## config.mk

```make
export PLATFORM = sky130hd
export DESIGN_NAME = ep0o_rx_fifo
export DESIGN_NICKNAME = d
export VERILOG_FILES = /design/src/rtl/ep0o_pkg.sv /design/src/rtl/ep0o_lane_ram.sv /design/src/rtl/ep0o_rx_ctrl.sv /design/src/rtl/ep0o_cpu_port.sv /design/src/rtl/ep0o_rx_fifo.sv
export SDC_FILE = /design/constraint.sdc
export NUM_CORES = 1
export LEC_CHECK = 0
export ABC_AREA = 1
export BUFFER_PORTS_ARGS = -buffer_cell sky130_fd_sc_hd__buf_2
export CAP_MARGIN = 20
export CORE_UTILIZATION = 62
export CTS_CLUSTER_SIZE = 12
export DETAILED_ROUTE_END_ITERATION = 6
export PLACE_DENSITY = 0.88
export SLEW_MARGIN = 30
export SYNTH_ARGS = -nofsm -noshare
export SYNTH_HDL_FRONTEND = slang
export SYNTH_SLANG_ARGS = --single-unit
```

## constraint.sdc

```tcl
create_clock -name clk -period 2.4 [get_ports clk]
set_clock_uncertainty 0.1 [all_clocks]
set_input_delay 0.12 -clock clk [delete_from_list [all_inputs] [get_ports clk]]
set_output_delay 0.12 -clock clk [all_outputs]
set_load 0.01 [all_outputs]
```

## src/rtl/ep0o_pkg.sv

```systemverilog
package ep0o_pkg;
  typedef enum logic [1:0] {
    HS_NONE = 2'd0,
    HS_ACK  = 2'd1,
    HS_NAK  = 2'd2,
    HS_NYET = 2'd3
  } hs_code_e;
endpackage

```

## src/rtl/ep0o_lane_ram.sv

```systemverilog
module ep0o_lane_ram #(
  parameter int DW    = 8,
  parameter int WORDS = 16,
  localparam int AW   = $clog2(WORDS)
) (
  input  logic          clk,
  input  logic          rst,
  input  logic          we,
  input  logic [AW-1:0] waddr,
  input  logic [DW-1:0] wdata,
  input  logic          re,
  input  logic [AW-1:0] raddr,
  output logic [DW-1:0] rdata
);
  logic [DW-1:0] mem [WORDS];

  always_ff @(posedge clk) begin
    if (we) mem[waddr] <= wdata;
  end

  always_ff @(posedge clk) begin
    if (rst)     rdata <= '0;
    else if (re) rdata <= mem[raddr];
  end
endmodule

```

## src/rtl/ep0o_rx_ctrl.sv

```systemverilog
module ep0o_rx_ctrl
  import ep0o_pkg::*;
#(
  parameter int DEPTH = 64,
  localparam int AW   = $clog2(DEPTH),
  localparam int CW   = $clog2(DEPTH + 1)
) (
  input  logic          clk,
  input  logic          rst,
  input  logic          hs_mode,
  input  logic          setup_seen,
  input  logic          setup_clr,
  input  logic          rx_sop,
  input  logic          rx_valid,
  input  logic          rx_eop,
  input  logic          rx_good,
  input  logic          clr_flag,
  output logic          wr_en,
  output logic [AW-1:0] wr_addr,
  output logic          hs_valid,
  output hs_code_e      hs_code,
  output logic          rx_done,
  output logic [CW-1:0] rx_size
);
  logic          in_pkt_q;
  logic          acc_q;
  logic          ovf_q;
  logic          lock_q;
  logic [CW-1:0] len_q;
  logic          full_w;

  assign full_w  = (len_q == CW'(DEPTH));
  assign wr_en   = in_pkt_q && acc_q && rx_valid && !full_w;
  assign wr_addr = len_q[AW-1:0];

  always_ff @(posedge clk) begin
    if (rst) begin
      in_pkt_q <= 1'b0;
      acc_q    <= 1'b0;
      ovf_q    <= 1'b0;
      lock_q   <= 1'b0;
      len_q    <= '0;
      hs_valid <= 1'b0;
      hs_code  <= HS_NONE;
      rx_done  <= 1'b0;
      rx_size  <= '0;
    end else begin
      hs_valid <= 1'b0;
      if (setup_seen)     lock_q <= 1'b1;
      else if (setup_clr) lock_q <= 1'b0;
      if (clr_flag) rx_done <= 1'b0;
      if (rx_sop) begin
        in_pkt_q <= 1'b1;
        acc_q    <= !rx_done && !lock_q;
        ovf_q    <= 1'b0;
        len_q    <= '0;
      end else if (in_pkt_q) begin
        if (rx_valid) begin
          if (full_w) ovf_q <= 1'b1;
          else        len_q <= len_q + CW'(1);
        end
        if (rx_eop) begin
          in_pkt_q <= 1'b0;
          hs_valid <= 1'b1;
          if (!acc_q) begin
            hs_code <= HS_NAK;
          end else if (!rx_good || ovf_q) begin
            hs_code <= HS_NONE;
          end else begin
            if (len_q == '0)  hs_code <= HS_ACK;
            else if (hs_mode) hs_code <= HS_NYET;
            else              hs_code <= HS_ACK;
            rx_done <= 1'b1;
            rx_size <= len_q;
          end
        end
      end
    end
  end

  AST_SIZE_LIMIT: assert property (@(posedge clk) disable iff (rst)
    rx_size <= CW'(DEPTH));

  AST_NYET_ONLY_HS: assert property (@(posedge clk) disable iff (rst)
    (hs_valid && hs_code == HS_NYET) |-> $past(hs_mode));

  AST_NYET_NONEMPTY: assert property (@(posedge clk) disable iff (rst)
    (hs_valid && hs_code == HS_NYET) |-> (rx_done && rx_size != '0));

  AST_NAK_WHEN_REFUSED: assert property (@(posedge clk) disable iff (rst)
    (in_pkt_q && !acc_q && rx_eop && !rx_sop) |=> (hs_valid && hs_code == HS_NAK));

  AST_SIZE_STABLE_NAK: assert property (@(posedge clk) disable iff (rst)
    (hs_valid && hs_code != HS_ACK && hs_code != HS_NYET) |-> $stable(rx_size));

  AST_DONE_HOLD: assert property (@(posedge clk) disable iff (rst)
    (rx_done && !clr_flag) |=> rx_done);
endmodule

```

## src/rtl/ep0o_cpu_port.sv

```systemverilog
module ep0o_cpu_port #(
  parameter int WORDS = 16,
  localparam int WAW  = $clog2(WORDS)
) (
  input  logic           clk,
  input  logic           rst,
  input  logic           rd_en,
  input  logic           clr_flag,
  output logic           ram_re,
  output logic [WAW-1:0] ram_raddr,
  output logic           rd_valid
);
  logic [WAW-1:0] ptr_q;

  assign ram_re    = rd_en;
  assign ram_raddr = ptr_q;

  always_ff @(posedge clk) begin
    if (rst) begin
      ptr_q    <= '0;
      rd_valid <= 1'b0;
    end else begin
      rd_valid <= rd_en;
      if (clr_flag)   ptr_q <= '0;
      else if (rd_en) ptr_q <= ptr_q + WAW'(1);
    end
  end

  AST_PTR_REWIND: assert property (@(posedge clk) disable iff (rst)
    clr_flag |=> (ptr_q == '0));

  AST_RDV_FOLLOWS: assert property (@(posedge clk) disable iff (rst)
    rd_en |=> rd_valid);

  AST_RDV_ONLY_AFTER_RD: assert property (@(posedge clk) disable iff (rst)
    rd_valid |-> $past(rd_en));
endmodule

```

## src/rtl/ep0o_rx_fifo.sv

```systemverilog
module ep0o_rx_fifo
  import ep0o_pkg::*;
#(
  parameter int DEPTH  = 64,
  parameter int BYTE_W = 8,
  parameter int BUS_W  = 32
) (
  input  logic                         clk,
  input  logic                         rst,
  input  logic                         hs_mode,
  input  logic                         setup_seen,
  input  logic                         setup_clr,
  input  logic                         rx_sop,
  input  logic                         rx_valid,
  input  logic [BYTE_W-1:0]            rx_data,
  input  logic                         rx_eop,
  input  logic                         rx_good,
  output logic                         hs_valid,
  output logic [1:0]                   hs_code,
  output logic                         rx_done,
  output logic [$clog2(DEPTH+1)-1:0]   rx_size,
  input  logic                         clr_flag,
  input  logic                         rd_en,
  output logic [BUS_W-1:0]             rd_data,
  output logic                         rd_valid
);
  localparam int LANES = BUS_W / BYTE_W;
  localparam int WORDS = DEPTH / LANES;
  localparam int AW    = $clog2(DEPTH);
  localparam int LW    = $clog2(LANES);
  localparam int WAW   = $clog2(WORDS);

  logic           wr_en;
  logic [AW-1:0]  wr_addr;
  logic           ram_re;
  logic [WAW-1:0] ram_raddr;
  hs_code_e       hs_code_w;

  ep0o_rx_ctrl #(.DEPTH(DEPTH)) u_ctrl (
    .clk        (clk),
    .rst        (rst),
    .hs_mode    (hs_mode),
    .setup_seen (setup_seen),
    .setup_clr  (setup_clr),
    .rx_sop     (rx_sop),
    .rx_valid   (rx_valid),
    .rx_eop     (rx_eop),
    .rx_good    (rx_good),
    .clr_flag   (clr_flag),
    .wr_en      (wr_en),
    .wr_addr    (wr_addr),
    .hs_valid   (hs_valid),
    .hs_code    (hs_code_w),
    .rx_done    (rx_done),
    .rx_size    (rx_size)
  );

  assign hs_code = hs_code_w;

  ep0o_cpu_port #(.WORDS(WORDS)) u_cpu (
    .clk       (clk),
    .rst       (rst),
    .rd_en     (rd_en),
    .clr_flag  (clr_flag),
    .ram_re    (ram_re),
    .ram_raddr (ram_raddr),
    .rd_valid  (rd_valid)
  );

  for (genvar g = 0; g < LANES; g++) begin : g_lane
    logic lane_we;
    assign lane_we = wr_en && (wr_addr[LW-1:0] == LW'(g));
    ep0o_lane_ram #(.DW(BYTE_W), .WORDS(WORDS)) u_ram (
      .clk   (clk),
      .rst   (rst),
      .we    (lane_we),
      .waddr (wr_addr[AW-1:LW]),
      .wdata (rx_data),
      .re    (ram_re),
      .raddr (ram_raddr),
      .rdata (rd_data[g*BYTE_W +: BYTE_W])
    );
  end
endmodule

```

### After elaboration in Yosys (flattened, before gate mapping)

Memory sizes are Yosys's and may differ from the RTL's. A register that Yosys moved wholly into a read port is not among the register bits.
Cells that the tools add are included.

* $add $sub $neg: 2
* magnitude comparators: 0
* muxes and demuxes: 24
* bitwise operators: 4
* multiply operators: 0
* eq/ne operators: 4
* shifts and indexed selects: 0
* div/mod/pow operators: 0
* reductions and logical operators: 23

Operator list (count)
* $mux W1: 20
* $reduce_and A3 Y1: 3
* $logic_and A1 B1 Y1: 8
* $mux W2: 4
* $add A7 B1 Y7 const B: 1
* $eq A7 B7 Y1 const B: 1
* $logic_not A7 Y1: 1
* $reduce_and A5 Y1: 1
* $add A4 B1 Y4 const B: 1
* $eq A2 B2 Y1 const B: 2
* $logic_not A1 Y1: 4
* $not A1 Y1: 4
* $reduce_or A2 Y1: 2
* $reduce_or A3 Y1: 1
* $eq A2 B1 Y1 const B: 1
* $logic_not A2 Y1: 1
* $reduce_bool A2 Y1: 1
* $logic_or A1 B1 Y1: 1

* bits in read-only memories: 0
* memory bits (writable): 512
* latch bits: 0
* memories kept: 4
* register bits: 27

Memory list
* g_lane[0].u_ram.mem: depth 16, bits a word 8, read ports 1, clocked after memory_dff 1, wr ports 1, line ep0o_lane_ram.sv:15 `logic [DW-1:0] mem [WORDS];`
* g_lane[1].u_ram.mem: depth 16, bits a word 8, read ports 1, clocked after memory_dff 1, wr ports 1, line ep0o_lane_ram.sv:15
* g_lane[2].u_ram.mem: depth 16, bits a word 8, read ports 1, clocked after memory_dff 1, wr ports 1, line ep0o_lane_ram.sv:15
* g_lane[3].u_ram.mem: depth 16, bits a word 8, read ports 1, clocked after memory_dff 1, wr ports 1, line ep0o_lane_ram.sv:15

### Depth between registers and ports, before layout

Gate-level depths: netlist of run 1.

* depth in word-level cells: 7
* mapped depth: 12

### Modules after synthesis

From an unflattened synthesis of run 1, not the netlist that was laid out.

* cells, all modules: 2137
* area total of the unflattened synthesis: 23592.6 um^2

Modules (own cells, without submodules)
* ep0o_lane_ram at g_lane[1].u_ram ...: cells an instance 490, seq. area each 4003.8 um^2, instances 3, area an instance 5577.8 um^2
* ep0o_lane_ram at g_lane[0].u_ram: cells an instance 491, seq. area each 4003.8 um^2, instances 1, area an instance 5577.8 um^2
* ep0o_rx_ctrl: cells an instance 142, seq. area each 440.4 um^2, instances 1, area an instance 1048.5 um^2
* ep0o_cpu_port: cells an instance 26, seq. area each 100.1 um^2, instances 1, area an instance 202.7 um^2
* ep0o_rx_fifo: cells an instance 8, seq. area each 0.0 um^2, instances 1, area an instance 30.0 um^2

### Worst setup path after synthesis of run 1

No wires, ideal clock.

* kind: reg-to-reg
* from: reg u_ctrl.len_q[0]
* to: mem g_lane[1].u_ram.mem[12][0], enable pin
* library setup time: 0.370 ns
* arrival: 1.740 ns
* path buffers: 1
* path slack: 0.190 ns
* cell stages (with the launch flop): 11
* clock period less this slack: 2.210 ns
* cells stage by stage: dfxtp_1 inv_1 ha_1 nand3_4 nand2_4 inv_4 nand2_4 inv_6 nand2_4 buf_6 nor2_1

* cells in the longest elaborated chain, start to end: 6
* elaborated cells on any way between the ends: 7

RTL lines
* from (decl): line ep0o_rx_ctrl.sv:29 `logic [CW-1:0] len_q;`
* from (signal assigned): line ep0o_rx_ctrl.sv:60 `else len_q <= len_q + CW'(1);`
* $eq A7 B7 Y1: line ep0o_rx_ctrl.sv:32 `assign full_w = (len_q == CW'(DEPTH));`
* $logic_not A1 Y1: line ep0o_rx_ctrl.sv:33 `assign wr_en = in_pkt_q && acc_q && rx_valid && !full_w;`
* $logic_and A1 B1 Y1: line ep0o_rx_ctrl.sv:33
* $logic_and A1 B1 Y1 (*): line ep0o_rx_fifo.sv:72 `assign lane_we = wr_en && (wr_addr[LW-1:0] == LW'(g));`
* $mux W1 (*): line ep0o_lane_ram.sv:18 `if (we) mem[waddr] <= wdata;`
* $mux W1 (implied by the code) (*): line ep0o_lane_ram.sv:18
* to (decl): line ep0o_lane_ram.sv:15

Every way passes the cells marked *; elsewhere a longest branch is shown, timed or not.

### Final worst setup path of run 1

* from: reg u_ctrl.len_q[0]
* to: mem g_lane[2].u_ram.mem[10][2], enable pin

* cells in the longest elaborated chain, start to end: 6
* elaborated cells on any way between the ends: 7

RTL lines (line)
* $eq A7 B7 Y1: ep0o_rx_ctrl.sv:32
* $logic_not A1 Y1: ep0o_rx_ctrl.sv:33
* $logic_and A1 B1 Y1: ep0o_rx_ctrl.sv:33
* $logic_and A1 B1 Y1 (*): ep0o_rx_fifo.sv:72
* $mux W1 (*): ep0o_lane_ram.sv:18
* $mux W1 (implied by the code) (*): ep0o_lane_ram.sv:18
* to (decl): ep0o_lane_ram.sv:15

Marked as above.

==> out/results.ini, run 1 <==
[placed_design]
dpl.hpwl_um = 34500
place_area_sq_um = 24280
io_buffers = 62
gp_congestion = 0.9536

[finish]
drive_gt1_share_pct = 11.01
final_cell_area_sq_um = 26180
layout_commonest_cell = nand2_1
antenna_cells = 0
final_nets = 2218
area_growth_pct = 13.09
final_cell_mix = 711 x nand2_1, 512 x edfxtp_1, 424 x nand3_1

[synthesis]
synth_cell_type_count = 30
yosysSeqAreaShare_pct = 71.52
synth_xor_area_share_pct = 0.1513
yosysWarningCount = 0
synth_top_area_cell = edfxtp_1
synth_compound_area_share_pct = 0.6918
syn-cell-area_sq_um = 23150
synth-simple-area-share_pct = 23.90
synth_nets = 2125
synthAdderAreaFrac_pct = 0.2702
syn_inst = 2101
synth_top_area_share_pct = 66.41
muxShareOfSynthArea_pct = 0
synth_seq_cells = 571
synth_top_family_by_area = simple AND/OR/NAND/NOR gates
avgSynthCellArea_sq_um = 11.02
yosys-top-cells-area = edfxtp_1 66%, nand2_1 12%, nand3_1 9.2%, dfxtp_1 5.1%, nor2_1 2.0%

[floorplan]
pin_count = 63
core_sq_um = 36700
die_w_um = 195.2
start_util_pct = 63.08
dieArea_sq_um = 38110
std_cell_rows = 70
die-height_um = 195.2

[clocking]
clockRootBuffer = clkbuf_16
cts_buffers = 57
htree_levels = 2
cts.sinks = 571
cts.clk_slew.worst_paths_ps = 60
post_cts_buffers = 0
clk_latency_ps = 610
cts_tree = yes
cts.path.max_buffers = 3

[power]
p_leak_nw = 9.923
cellPowerDensity_nw_per_um2 = 763.5
finalPower_mw = 19.99
peakVddDrop_uv = 642.4

[worst_hold_path]
hp-start = rx_good
whs_path_depth = 6
hold-path-endpoint = u_ctrl.rx_size[6]$_SDFFE_PP0P_
hold_class = primary input to flop

[worst_setup_path]
critPathMaxStageDelay_ps = 410
crit_arrival_ps = 2520
start_kind = flop
timing.critical_path.mode_cell = nand2_4
cp.required_ps = 2550
path_buf_inv = 3
cp_top_family = simple AND/OR/NAND/NOR gates
crit_slowest_cell = nor2_2
worst-path-max-fanout = 15
r2r_start = u_ctrl.len_q[0]$_SDFFE_PP0P_
path_cells = inv_1 > ha_1 > nand3_4 > nand2_4 > inv_4 > nand2_4 > inv_6 > nand2_4 > nor2_2
endpoint_kind = flop
criticalPathCategory = flop to flop
r2r_end = g_lane[2].u_ram.mem[10][2]$_DFFE_PP_
startpoint = u_ctrl.len_q[0]$_SDFFE_PP0P_
rr_worst_depth = 9
ff2ff_setup_slack_ps = 30

[global_route]
grt_max_degree = 129
met2_usage_pct = 51.57
overflow = 0
grt.met3_usage_pct = 6.045
grt_busiest_layer = met2
use_met1_pct = 41.07
grt.total_usage_pct = 31.72
antenna_found_initial = 0
grt_pass1_wl_um = 90270
grt_pass1_vias = 16050

[detailed_routing]
drt-initial-drc-count = 2569
routed_wl_um = 59680
wl_per_cell_um = 22.08
vias = 16490
drc = 0
ant_nets = 0
drt_pass1_iterations = 6
via_per_inst = 6.100

[sta]
setup_tns_ps = 0
slew_headroom_pct = 47.96
grt_setup_unrepaired = yes
min_period_over_period_pct = 98.92
maxSlewViolCount = 0
tightest_slew_ps = 780.6
fmax_ghz = 0.4212
hold_viol_final = 0
setup_viol = 0
min_period_ps = 2374

[flow_run]
drv_cap = 0

[outcome]
status = complete, no violations

-- cell families after synthesis --
kind of cell | count (synthesis)
AO/OA/AOI/OAI | 31
XOR/XNOR | 4
adder cells (fa/ha/maj) | 5
buffers and inverters | 194
flip-flops | 571
AND/OR/NAND/NOR | 1296
-- cell type report --
cell class	count	area [sq um]
Multi-Input combinational cell	1336	5816
Tap cell	468	585.6
Clock buffer	88	1573
Fill cell	2362	10520
Timing Repair Buffer	160	1304
Sequential cell	571	16560
Clock inverter	12	67.56
Inverter	68	270.3
-- routing by layer --
metal	vias to the layer above	part of all wire, %	wire [um]
met4	0	4.7	2800
met5	-	0	0
met2	1176	48	28510
met1	7731	36	21520
li1	7359	-	-
met3	221	11	6850
-- power breakdown --
group	internal (mW)	total, mW	switching (mW)
registers	10.9	10.9	0.0322
clock network	4.48	8.04	3.57
logic	0.294	1.05	0.756
-- registers in the layout, indices dropped and copies added, names as in the netlist --
register            cells
u_cpu.rd_valid          1
u_ctrl.in_pkt_q         1
u_ctrl.hs_code          2
g_lane.u_ram.mem      512
u_ctrl.hs_valid         1
u_cpu.ram_raddr         4
u_ctrl.lock_q           1
u_ctrl.rx_size          7
g_lane.u_ram.rdata     32
u_ctrl.len_q            7
u_ctrl.acc_q            1
u_ctrl.ovf_q            1
u_ctrl.rx_done          1
-- per-stage QoR --
stage | utilization (%) | setup slack (ps) | hold WS, ps | std cells
after global routing | 71.34 | -90.91 | 206.0 | 2703
after CTS | 71.27 | 29.92 | 150.7 | 2703
final | 71.34 | 25.80 | 178.7 | 2703
after floorplan | - | 189.5 | 118.9 | 2101
after global placement | 66.17 | 222.3 | 231.6 | 2580
after detailed placement | 66.17 | 62.94 | 249.7 | 2580
-- synthesized netlist by cell type --
cell type  count
nor2_1       121
a21oi_1       17
a31oi_1        1
nand4_1        2
nor2_2        25
and2_1         1
buf_6          4
nor3_1         3
buf_1         12
nand3_1      424
o22ai_1        1
inv_4          1
nand2_1      711
xor2_1         4
buf_2         24
buf_4          2
dfxtp_1       59
nand2_4        5
clkinv_1       2
clkbuf_1      84
edfxtp_1     512
ha_1           5
or2_1          1
nand3_4        1
o21ai_0       11
nor2_4         1
inv_1         64
a211oi_1       1
nor4_1         1
inv_6          1
-- repair_timing --
action | 4_1_cts | 5_1_grt
hold buffers | 23 | 0
endpoints found under the setup margin | 0 | 160
gates resized for setup | 0 | 5
endpoints found under the hold margin | 451 | 0
-- worst max path at each step --
stage	end	slack [ps]	cells after the start
6_report	g_lane[2].u_ram.mem[10][2]$_DFFE_PP_	30	9
3_5_place_dp	g_lane[0].u_ram.mem[6][5]$_DFFE_PP_	60	9
4_1_cts	g_lane[0].u_ram.mem[6][5]$_DFFE_PP_	30	9
2_1_floorplan	g_lane[1].u_ram.mem[12][0]$_DFFE_PP_	190	10
5_1_grt	g_lane[2].u_ram.mem[10][2]$_DFFE_PP_	-90	9
3_3_place_gp	g_lane[2].u_ram.mem[10][1]$_DFFE_PP_	220	9
-- worst min-delay path: cells and delay by family --
kind / cells / cell delay [ps]
compound gates: 1 / 200
buf+inv: 3 / 330
simple gates: 2 / 180
(Power assumes the default switching activity.)
==> inputs of run 2 (changes only) <==
--- a/config.mk
+++ b/config.mk
@@ -5,7 +5,6 @@
 export SDC_FILE = /design/constraint.sdc
 export NUM_CORES = 1
 export LEC_CHECK = 0
-export ABC_AREA = 1
 export BUFFER_PORTS_ARGS = -buffer_cell sky130_fd_sc_hd__buf_2
 export CAP_MARGIN = 20
 export CORE_UTILIZATION = 62
==> run 2 against run 1 <==
Register-to-register slack gained 60 ps. Utilization grew 1.7 points. Highest routed layer unchanged. Sequential power is essentially flat. Fmax grew 2.7%.
==> out/results.ini, run 2 <==
[clocking]
cts_buffers = 55  ; -3.5%
clockRootBuffer = clkbuf_16
cts.clk_slew.worst_paths_ps = 60  ; about the same
cts.sinks = 571  ; unchanged
cts_tree = yes
clk_latency_ps = 590  ; -20 ps
htree_levels = 2  ; unchanged
cts.path.max_buffers = 3  ; unchanged

[synthesis]
synth_cell_type_count = 35  ; +17%
synthTopCellsByCount = 512 x edfxtp_1, 266 x mux2i_1, 109 x nand2_1
yosysSeqAreaShare_pct = 74.73  ; +3.2 points
syn-cell-area_sq_um = 22150  ; -4.3%
synth_seq_cells = 571  ; unchanged
synth_most_common_cell = edfxtp_1
ys_async_sr_fraction_pct = 0  ; unchanged
yosysWarningCount = 0  ; unchanged
syn_inst = 1411  ; -33%
synth_top_area_share_pct = 69.40  ; +3.0 points
synth_top_area_cell = edfxtp_1
yosys-top-cells-area = edfxtp_1 69%, mux2i_1 12%, dfxtp_1 5.3%, nand3_1 2.3%, a22oi_1 2.2%
synth-main-ff-cell = edfxtp_1
synth_nets = 1435  ; -32%
avgSynthCellArea_sq_um = 15.70  ; +42%
synth_edf_count = 512  ; unchanged

[flow_run]
drv_cap = 0  ; unchanged

[placed_design]
io_buffers = 62  ; unchanged
dpl.hpwl_um = 32950  ; -4.5%
gp_congestion = 0.8807  ; -7.6%

[global_route]
overflow = 0  ; unchanged
grt.total_usage_pct = 31.76  ; +0.045 points
grt_pass1_vias = 13660  ; -15%
grt_max_degree = 65  ; -50%
grt_pass1_wl_um = 83970  ; -7.0%
antenna_found_initial = 0  ; unchanged

[sta]
setup_tns_ps = 0  ; unchanged
tightest_slew_ps = 965.6  ; +185.1 ps
fmax_ghz = 0.4327  ; +2.7%
min_period_ps = 2311  ; -63.39 ps
min_period_over_period_pct = 96.28  ; -2.6 points
grt_setup_unrepaired = no
maxSlewViolCount = 0  ; unchanged
slew_headroom_pct = 35.62  ; -12 points
hold_viol_final = 0  ; unchanged
fin_hold_ws_ps = 58.79  ; -120.0 ps
setup_viol = 0  ; unchanged

[floorplan]
core_sq_um = 34880  ; -4.9%
start_util_pct = 63.51  ; +0.43 points
die-height_um = 191.0  ; -2.2%
dieArea_sq_um = 36490  ; -4.3%
pin_count = 63  ; unchanged
die_w_um = 191.0  ; -2.2%
std_cell_rows = 68  ; -2.9%

[detailed_routing]
drc = 0  ; unchanged
routed_wl_um = 56410  ; -5.5%
drt-initial-drc-count = 1971  ; -23%
drt_pass1_iterations = 6  ; unchanged
wl_per_cell_um = 27.28  ; +24%
ant_nets = 0  ; unchanged
via_per_inst = 6.593  ; +8.1%
vias = 13640  ; -17%

[finish]
final_cell_mix = 512 x edfxtp_1, 266 x mux2i_1, 109 x nand2_1
top_regs = g_lane.u_ram.mem (512), g_lane.u_ram.rdata (32)
final_nets = 1600  ; -28%
fill_cells = 1910  ; -19%
layout_commonest_cell = edfxtp_1
area_growth_pct = 15.07
drive_gt1_share_pct = 15.32  ; +4.3 points
largest_reg_flops = 512  ; unchanged
regMostFlops = g_lane.u_ram.mem

[worst_setup_path]
crit_arrival_ps = 2510  ; about the same
worst-path-max-fanout = 10  ; -5
criticalPathCategory = flop to flop
cp.required_ps = 2600  ; +50 ps
start_kind = flop
endpoint_kind = flop

[power]
finalPower_mw = 19.41  ; -2.9%
cellPowerDensity_nw_per_um2 = 761.3  ; -0.29%
p_leak_nw = 8.226  ; -17%
peakVddDrop_uv = 607.2  ; -5.5%

[outcome]
status = complete, no violations

[worst_hold_path]
hold_class = primary input to flop

==> run 2: area by class of cell <==
| type | instances | area [sq um] | share of cell area, % |
|---|---|---|---|
| Inverter | 8 | 30.03 | 0.1178 |
| Tap cell | 455 | 569.3 | 2.233 |
| Timing Repair Buffer | 189 | 1504 | 5.900 |
| Multi-Input combinational cell | 751 | 5219 | 20.47 |
| Antenna cell | 1 | 2.502 | 0.009816 |
| Sequential cell | 571 | 16560 | 64.96 |
| Clock inverter | 5 | 66.31 | 0.2601 |
| Clock buffer | 88 | 1541 | 6.047 |
==> run 2: through the flow <==
| step | util (%) | cell area (sq um) | cells | worst slack, ps |
|---|---|---|---|---|
| final | 73.08 | 25490 | 2068 | 89.19 |
| after global routing | 73.07 | 25490 | 2067 | 15.09 |
| after CTS | 73.03 | 25480 | 2067 | 11.66 |
| after detailed placement | 67.82 | 23660 | 1953 | 18.51 |
| after global placement | 67.82 | 23660 | 1953 | 111.6 |
| after floorplan | - | 22150 | 1411 | 183.7 |
==> run 2: kinds of logic (layout without fill, tap and decap cells) <==
logic type	count (synthesis)	count (layout)	synth area share, %
flops	571	571	74.73
simple gates	334	334	6.811
mux	266	266	12.02
compound gates	138	138	3.953
buf+inv	89	290	1.886
xor+xnor	8	8	0.3163
fa+ha+maj	5	5	0.2824
other cells	0	1	0
==> run 2: final timing paths <==
check        slack (ps)                                  start  cells past startpoint                                     to
max                  90           u_ctrl.len_q[2]$_SDFFE_PP0P_                      5    g_lane[2].u_ram.mem[1][7]$_DFFE_PP_
min                  60                             rx_data[3]                      1   g_lane[3].u_ram.mem[15][3]$_DFFE_PP_
max reg2reg          90           u_ctrl.len_q[2]$_SDFFE_PP0P_                      5    g_lane[2].u_ram.mem[1][7]$_DFFE_PP_
min reg2reg         360  g_lane[3].u_ram.rdata[3]$_SDFFE_PP0P_                      2  g_lane[3].u_ram.rdata[3]$_SDFFE_PP0P_
==> run 2: per-layer routing <==
metal | share of wire, % | track usage (%) | wire length, um
met4 | 5.1 | 15.51 | 2852
met1 | 35 | 41.49 | 19520
met2 | 48 | 51.14 | 27200
met5 | 0 | 0 | 0
met3 | 12 | 6.481 | 6835
==> run 2: repair_timing <==
| item | CTS | global route |
|---|---|---|
| setup buffers | 0 | 0 |
| setup endpoints to repair | 0 | 8 |
| hold buffers | 21 | 0 |
| hold endpoints to repair | 332 | 0 |
| gates resized for setup | 0 | 2 |
==> run 2: power breakdown <==
group	leakage (nW)	internal, mW	switching (mW)
clock	0.767	4.47	3.48
sequential	5.08	10.9	0.0314
combinational	2.37	0.160	0.416
total	8.23	15.5	3.93
==> run 2: worst max-delay path: stages (launching register included) <==
cell     delay, ps
dfxtp_1        530
inv_1          170
nor2_1         280
nand2_1        430
nor2_1         290
buf_4          210
